--- src/rtl/dbf_pkg.sv ---
package dbf_pkg;
  localparam int EXC_W = 3;
  localparam int LEN_W = 2;

  typedef logic [EXC_W-1:0] exc_t;

  localparam exc_t EXC_RESET = exc_t'(0);
  localparam exc_t EXC_BERR  = exc_t'(1);
  localparam exc_t EXC_AERR  = exc_t'(2);

  function automatic logic opens_window(exc_t t);
    return (t == EXC_RESET) || (t == EXC_BERR) || (t == EXC_AERR);
  endfunction
endpackage

--- src/rtl/dbf_rst_sync.sv ---
module dbf_rst_sync #(
  parameter int STAGES = 2
) (
  input  logic clk,
  input  logic rst_n,
  output logic rst_n_sync
);
  logic [STAGES-1:0] sync_q;
  logic [STAGES-1:0] sync_d;

  always_comb begin
    sync_d = {sync_q[STAGES-2:0], 1'b1};
  end

  always_ff @(posedge clk or negedge rst_n) begin
    if (!rst_n) sync_q <= '0;
    else        sync_q <= sync_d;
  end

  assign rst_n_sync = sync_q[STAGES-1];
endmodule

--- src/rtl/dbf_window.sv ---
module dbf_window
  import dbf_pkg::*;
(
  input  logic clk,
  input  logic rst_n,
  input  logic exc_start,
  input  logic exc_done,
  input  exc_t exc_type,
  input  logic bus_err,
  input  logic addr_err,
  input  logic retry,
  output logic fault
);
  logic win_q, win_d;
  logic opener, err_valid;

  always_comb begin
    err_valid = (bus_err & ~retry) | addr_err;
    opener    = exc_start & opens_window(exc_type);
    win_d     = win_q;
    if (exc_done) win_d = 1'b0;
    if (opener)   win_d = 1'b1;
    fault     = win_q & err_valid;
  end

  always_ff @(posedge clk or negedge rst_n) begin
    if (!rst_n) win_q <= 1'b0;
    else        win_q <= win_d;
  end

  // completion without a new qualifying start closes the window
  p_win_close_r3: assert property (@(posedge clk) disable iff (!rst_n)
    (exc_done && !(exc_start && opens_window(exc_type))) |=> !win_q);

  // a non-window exception never opens a closed window
  p_win_other_r4: assert property (@(posedge clk) disable iff (!rst_n)
    (!win_q && !(exc_start && opens_window(exc_type))) |=> !win_q);
endmodule

--- src/rtl/dbf_halt_latch.sv ---
module dbf_halt_latch (
  input  logic clk,
  input  logic rst_n,
  input  logic fault,
  output logic halt_d,
  output logic halt_q
);
  always_comb begin
    halt_d = halt_q | fault;
  end

  always_ff @(posedge clk or negedge rst_n) begin
    if (!rst_n) halt_q <= 1'b0;
    else        halt_q <= halt_d;
  end

  // halt is permanent until reset
  p_halt_sticky_r6: assert property (@(posedge clk) disable iff (!rst_n)
    halt_q |=> halt_q);

  // halt rises only on a fault from the window logic
  p_halt_cause_r2: assert property (@(posedge clk) disable iff (!rst_n)
    (!halt_q && !fault) |=> !halt_q);
endmodule

--- src/rtl/dbf_pulse.sv ---
module dbf_pulse #(
  parameter int LEN_W = 2
) (
  input  logic             clk,
  input  logic             rst_n,
  input  logic             ind_go,
  input  logic [LEN_W-1:0] ind_len,
  output logic             active_d
);
  logic [LEN_W-1:0] cnt_q, cnt_d;
  logic             idle;

  always_comb begin
    idle  = (cnt_q == '0);
    cnt_d = cnt_q;
    if (!idle)       cnt_d = cnt_q - 1'b1;
    else if (ind_go) cnt_d = ind_len;
    active_d = (cnt_d != '0);
  end

  always_ff @(posedge clk or negedge rst_n) begin
    if (!rst_n) cnt_q <= '0;
    else        cnt_q <= cnt_d;
  end

  // an accepted request loads its length
  p_pulse_load_r8: assert property (@(posedge clk) disable iff (!rst_n)
    (idle && ind_go) |=> (cnt_q == $past(ind_len)));

  // a running indication only counts down, requests ignored
  p_pulse_busy_r8: assert property (@(posedge clk) disable iff (!rst_n)
    !idle |=> (cnt_q < $past(cnt_q)));
endmodule

--- src/rtl/dbf_detector.sv ---
module dbf_detector
  import dbf_pkg::*;
#(
  parameter int SYNC_STAGES = 2,
  parameter int IND_W       = LEN_W
) (
  input  logic             clk,
  input  logic             rst_n,
  input  logic             bus_err,
  input  logic             addr_err,
  input  logic             retry,
  input  logic             exc_start,
  input  logic             exc_done,
  input  logic [EXC_W-1:0] exc_type,
  input  logic             ind_go,
  input  logic [IND_W-1:0] ind_len,
  input  logic             bus_req,
  output logic             halt,
  output logic             status,
  output logic             bus_grant
);
  logic rst_s;
  logic fault, halt_d, halt_q, pulse_d;
  logic status_q, status_d, grant_q, grant_d;

  dbf_rst_sync #(.STAGES(SYNC_STAGES)) u_sync (
    .clk(clk), .rst_n(rst_n), .rst_n_sync(rst_s)
  );

  dbf_window u_win (
    .clk(clk), .rst_n(rst_s), .exc_start(exc_start), .exc_done(exc_done),
    .exc_type(exc_type), .bus_err(bus_err), .addr_err(addr_err),
    .retry(retry), .fault(fault)
  );

  dbf_halt_latch u_halt (
    .clk(clk), .rst_n(rst_s), .fault(fault), .halt_d(halt_d), .halt_q(halt_q)
  );

  dbf_pulse #(.LEN_W(IND_W)) u_pulse (
    .clk(clk), .rst_n(rst_s), .ind_go(ind_go), .ind_len(ind_len),
    .active_d(pulse_d)
  );

  always_comb begin
    status_d = halt_d | pulse_d;
    grant_d  = bus_req;
  end

  always_ff @(posedge clk or negedge rst_s) begin
    if (!rst_s) begin
      status_q <= 1'b0;
      grant_q  <= 1'b0;
    end else begin
      status_q <= status_d;
      grant_q  <= grant_d;
    end
  end

  assign halt      = halt_q;
  assign status    = status_q;
  assign bus_grant = grant_q;

  // status is held while halted
  p_status_hold_r7: assert property (@(posedge clk) disable iff (!rst_s)
    halt |-> status);

  // arbitration keeps working, halted or not
  p_grant_follow_r9: assert property (@(posedge clk) disable iff (!rst_s)
    bus_req |=> bus_grant);

  // a retried bus error alone never starts a halt
  p_retry_mask_r5: assert property (@(posedge clk) disable iff (!rst_s)
    (bus_err && retry && !addr_err && !halt) |=> !halt);
endmodule

--- config.mk ---
export PLATFORM = sky130hd
export DESIGN_NAME = dbf_detector
export DESIGN_NICKNAME = d
export VERILOG_FILES = /design/src/rtl/dbf_pkg.sv /design/src/rtl/dbf_rst_sync.sv /design/src/rtl/dbf_window.sv /design/src/rtl/dbf_halt_latch.sv /design/src/rtl/dbf_pulse.sv /design/src/rtl/dbf_detector.sv
export SDC_FILE = /design/constraint.sdc
export NUM_CORES = 1
export LEC_CHECK = 0
export ABC_AREA = 0
export BUFFER_PORTS_ARGS = -buffer_cell sky130_fd_sc_hd__clkbuf_2
export CORE_AREA = 3 3 40 42
export CTS_CLUSTER_DIAMETER = 30
export DETAILED_ROUTE_END_ITERATION = 8
export DIE_AREA = 0 0 43 45
export HOLD_SLACK_MARGIN = 0.05
export PLACE_DENSITY_LB_ADDON = 0.25
export REMOVE_ABC_BUFFERS = 1
export SYNTH_ARGS = -nofsm -noshare
export SYNTH_HDL_FRONTEND = slang
export SYNTH_HIERARCHICAL = 1
export SYNTH_SLANG_ARGS = --single-unit
--- constraint.sdc ---
create_clock -name clk -period 1.65 [get_ports clk]
set_clock_uncertainty 0.2 [all_clocks]
set_input_delay 0.33 -clock clk [delete_from_list [all_inputs] [get_ports clk]]
set_output_delay 0.33 -clock clk [all_outputs]
set_load 0.1 [all_outputs]
==> results by group <==
Floorplan
  – Die H: 45 um
  – Full die area: 0.00194 mm2
  – Initial core utilization: 24.0%
  – Top Ports: 17
  – Core region area: 0.00128 mm2
  – Die span in x: 43 um
  – FP Rows: 13

GRT
  – Total GRT Usage: 7.58%
  – Largest net degree at the start of global routing: 7
  – Number of global-route vias before repair: 258
  – First-pass GRT wire length: 966 um
  – Number of antenna violations at the first check in global routing: 0
  – Global route overflow: 0

Routing
  – TritonRoute pass-1 iters: 1
  – Routed wire length: 534 um
  – Iteration-0 DRC count of the detailed router: 0
  – Via count: 240
  – Drt wl/cell: 8.61 um
  – DRC viols: 0
  – Final ANT Viol Nets: 0
  – DR vias/cell: 3.87

Placed design
  – Place WS: 0.213 ns
  – Post-DP HPWL: 412 um
  – Buffers added on ports: 16
  – Placed Cells: 56
  – RePlAce Congestion: 0.604

Setup path
  – Critical path's top delay family: flip-flops
  – CP cell instances: buf_4
  – CP Buf/Inv Count: 1
  – Register-to-register setup slack: 0.44 ns
  – Crit-path max cell delay: 0.33 ns
  – Crit path launch type: flip-flop
  – Worst EP required: 1.12 ns
  – CP startpoint: u_halt/halt_q
  – Crit path max fanout: 2
  – Critical path's slowest cell: dfrtp_1
  – Setup CP Type: flip-flop to primary output
  – FF-to-FF Start: u_win/win_q
  – WP data arrival: 0.87 ns
  – Setup crit end kind: primary output

Final layout
  – Antenna diodes: 0
  – Share of cells above drive strength 1: 46.8%
  – FILL cells: 126
  – Fin nets: 63
  – Fin cells: 62
  – Layout area overhead: 51.6%

Status
  – Outcome: finished, final reports clean

Synthesis
  – Largest family of logic cells by synthesized area: simple AND/OR/NAND/NOR gates
  – Post-Synth Simple-Gate Area: 17.5%
  – Mapped Area: 308 um2
  – Largest cells by area after synthesis: dfrtp_1, nand2b_4, or2_1
  – Post-Synth Adder-Cell Area: 0%
  – Synth Area in Compound Gates: 13.8%
  – Yosys warning count: 6
  – Flops & latches, synth: 8
  – Yosys top cell area share: 65.0%
  – Avg Inst Size Synth: 12.3 um2
  – Distinct cell type count after synthesis: 14
  – Synth Instances: 25
  – Fraction of synthesized cell area in xor and xnor cells: 0%
  – Register area share after synthesis: 65.0%
  – Post-synth top area cell: dfrtp_1
  – Multiplexer share of the synthesized area: 0%

Pwr
  – Tot Pwr: 0.433 mW
  – Static Leak: 0.234 nW
  – Maximum vdd drop: 0.000541 V
  – Total power per unit cell area: 928 mW/mm2

Job
  – MaxCap Viol Count: 0

Clock tree
  – CTS root buf: clkbuf_4
  – Clk slew on worst S/H paths: 0.05 ns
  – Worst-skew pair later-pin latency: 0.25 ns
  – CTS buffer count: 3
  – H-tree level count: 1
  – Clock Tree Buf Depth: 2
  – Clk sinks: 8
  – CTS tree: yes

Worst hold path
  – Hold Startpoint: ind_len[1]
  – Worst min-delay path class: input port to flip-flop

Timing
  – Final Max Slew Viols: 0
  – Setup ws final: 0.252 ns
  – Final period util: 84.7%
  – # setup viols final: 0
  – Post-layout minimum cycle time: 1.40 ns
  – Fmax: 0.715 GHz
  – RSZ-0062 raised after global routing: false
  – Setup_tns: 0 ns
  – Final Hold Vio Count: 0
==> cells by family after synthesis <==
kind of cell	after synthesis
AO/OA/AOI/OAI	5
buffers and inverters	2
other	1
AND/OR/NAND/NOR	9
flip-flops	8
==> timing repair <==
action                    CTS  global route
hold buffers                3             0
resized for setup           0             0
hold endpoints to repair    9             0
setup buffers               0             0
==> metrics by stage <==
| stage | hold slack, ns | utilization (%) | area (um2) |
|---|---|---|---|
| final | 0.127 | 36.3 | 467 |
| after global routing | 0.130 | 36.3 | 467 |
| after CTS | 0.119 | 36.3 | 467 |
| after detailed placement | -0.0947 | 32.2 | 414 |
| after global placement | -0.0999 | 32.2 | 414 |
| after floorplan | -0.166 | - | 308 |
==> layer usage <==
metal / vias to the layer above / GRT usage (%) / wire (um)
met1: 102 / 4.98 / 189
met2: 13 / 13.5 / 259
met5: - / 0 / 0
li1: 123 / - / -
met3: 2 / 6.37 / 76
met4: 0 / 5.42 / 8
==> synth_stat cells <==
| library cell | number |
|---|---|
| nor2b_1 | 1 |
| a21oi_1 | 1 |
| nand2b_1 | 1 |
| o21ai_2 | 1 |
| dfrtp_1 | 8 |
| nor2_1 | 2 |
| inv_1 | 2 |
| nand2_1 | 2 |
| o21bai_2 | 1 |
| nand2b_4 | 1 |
| or2_1 | 2 |
| o21a_1 | 1 |
| conb_1 | 1 |
| a32o_1 | 1 |
==> power breakdown <==
group	switching, mW	internal, mW	total (mW)
Clock	0.0623	0.0829	0.145
Sequential	0.00840	0.211	0.219
Combinational	0.0307	0.0380	0.0687
Total	0.101	0.332	0.433
==> final timing paths <==
kind                               endpoint  depth (start not counted)
max reg2reg                          status                          3
min reg2reg                u_sync/sync_q[1]                          0
max                                    halt                          1
max in group asynchronous         bus_grant                          1
min                        u_pulse/cnt_q[1]                          3
min in group asynchronous  u_sync/sync_q[0]                          2
==> layout by cell type, fill, tap and decap left out <==
master         instances
clkbuf_4               3
dfrtp_1                8
inv_1                  2
dlygate4sd3_1          3
nor2_1                 2
a32o_1                 1
o21bai_2               1
o21a_1                 1
or2_1                  2
nor2b_1                1
nand2_1                2
o21ai_2                1
nand2b_4               1
a21oi_1                1
nand2b_1               1
conb_1                 1
buf_4                  3
clkbuf_2              13
==> area by class of cell <==
| cell class | instances | area [um2] | area share [%] |
|---|---|---|---|
| multi-input cells | 15 | 100 | 21.4 |
| repair buffers | 19 | 118 | 25.2 |
| inverters | 2 | 7.51 | 1.61 |
| clock buffers | 3 | 22.5 | 4.83 |
| well taps | 15 | 18.8 | 4.02 |
| flip-flops and latches | 8 | 200 | 42.9 |
==> sequential cells by signal, indices dropped and copies added (netlist names) <==
register,cells
u_pulse/cnt_q,2
u_sync/sync_q,2
bus_grant,1
status,1
u_halt/halt_q,1
u_win/win_q,1
(Power assumes the default switching activity.)
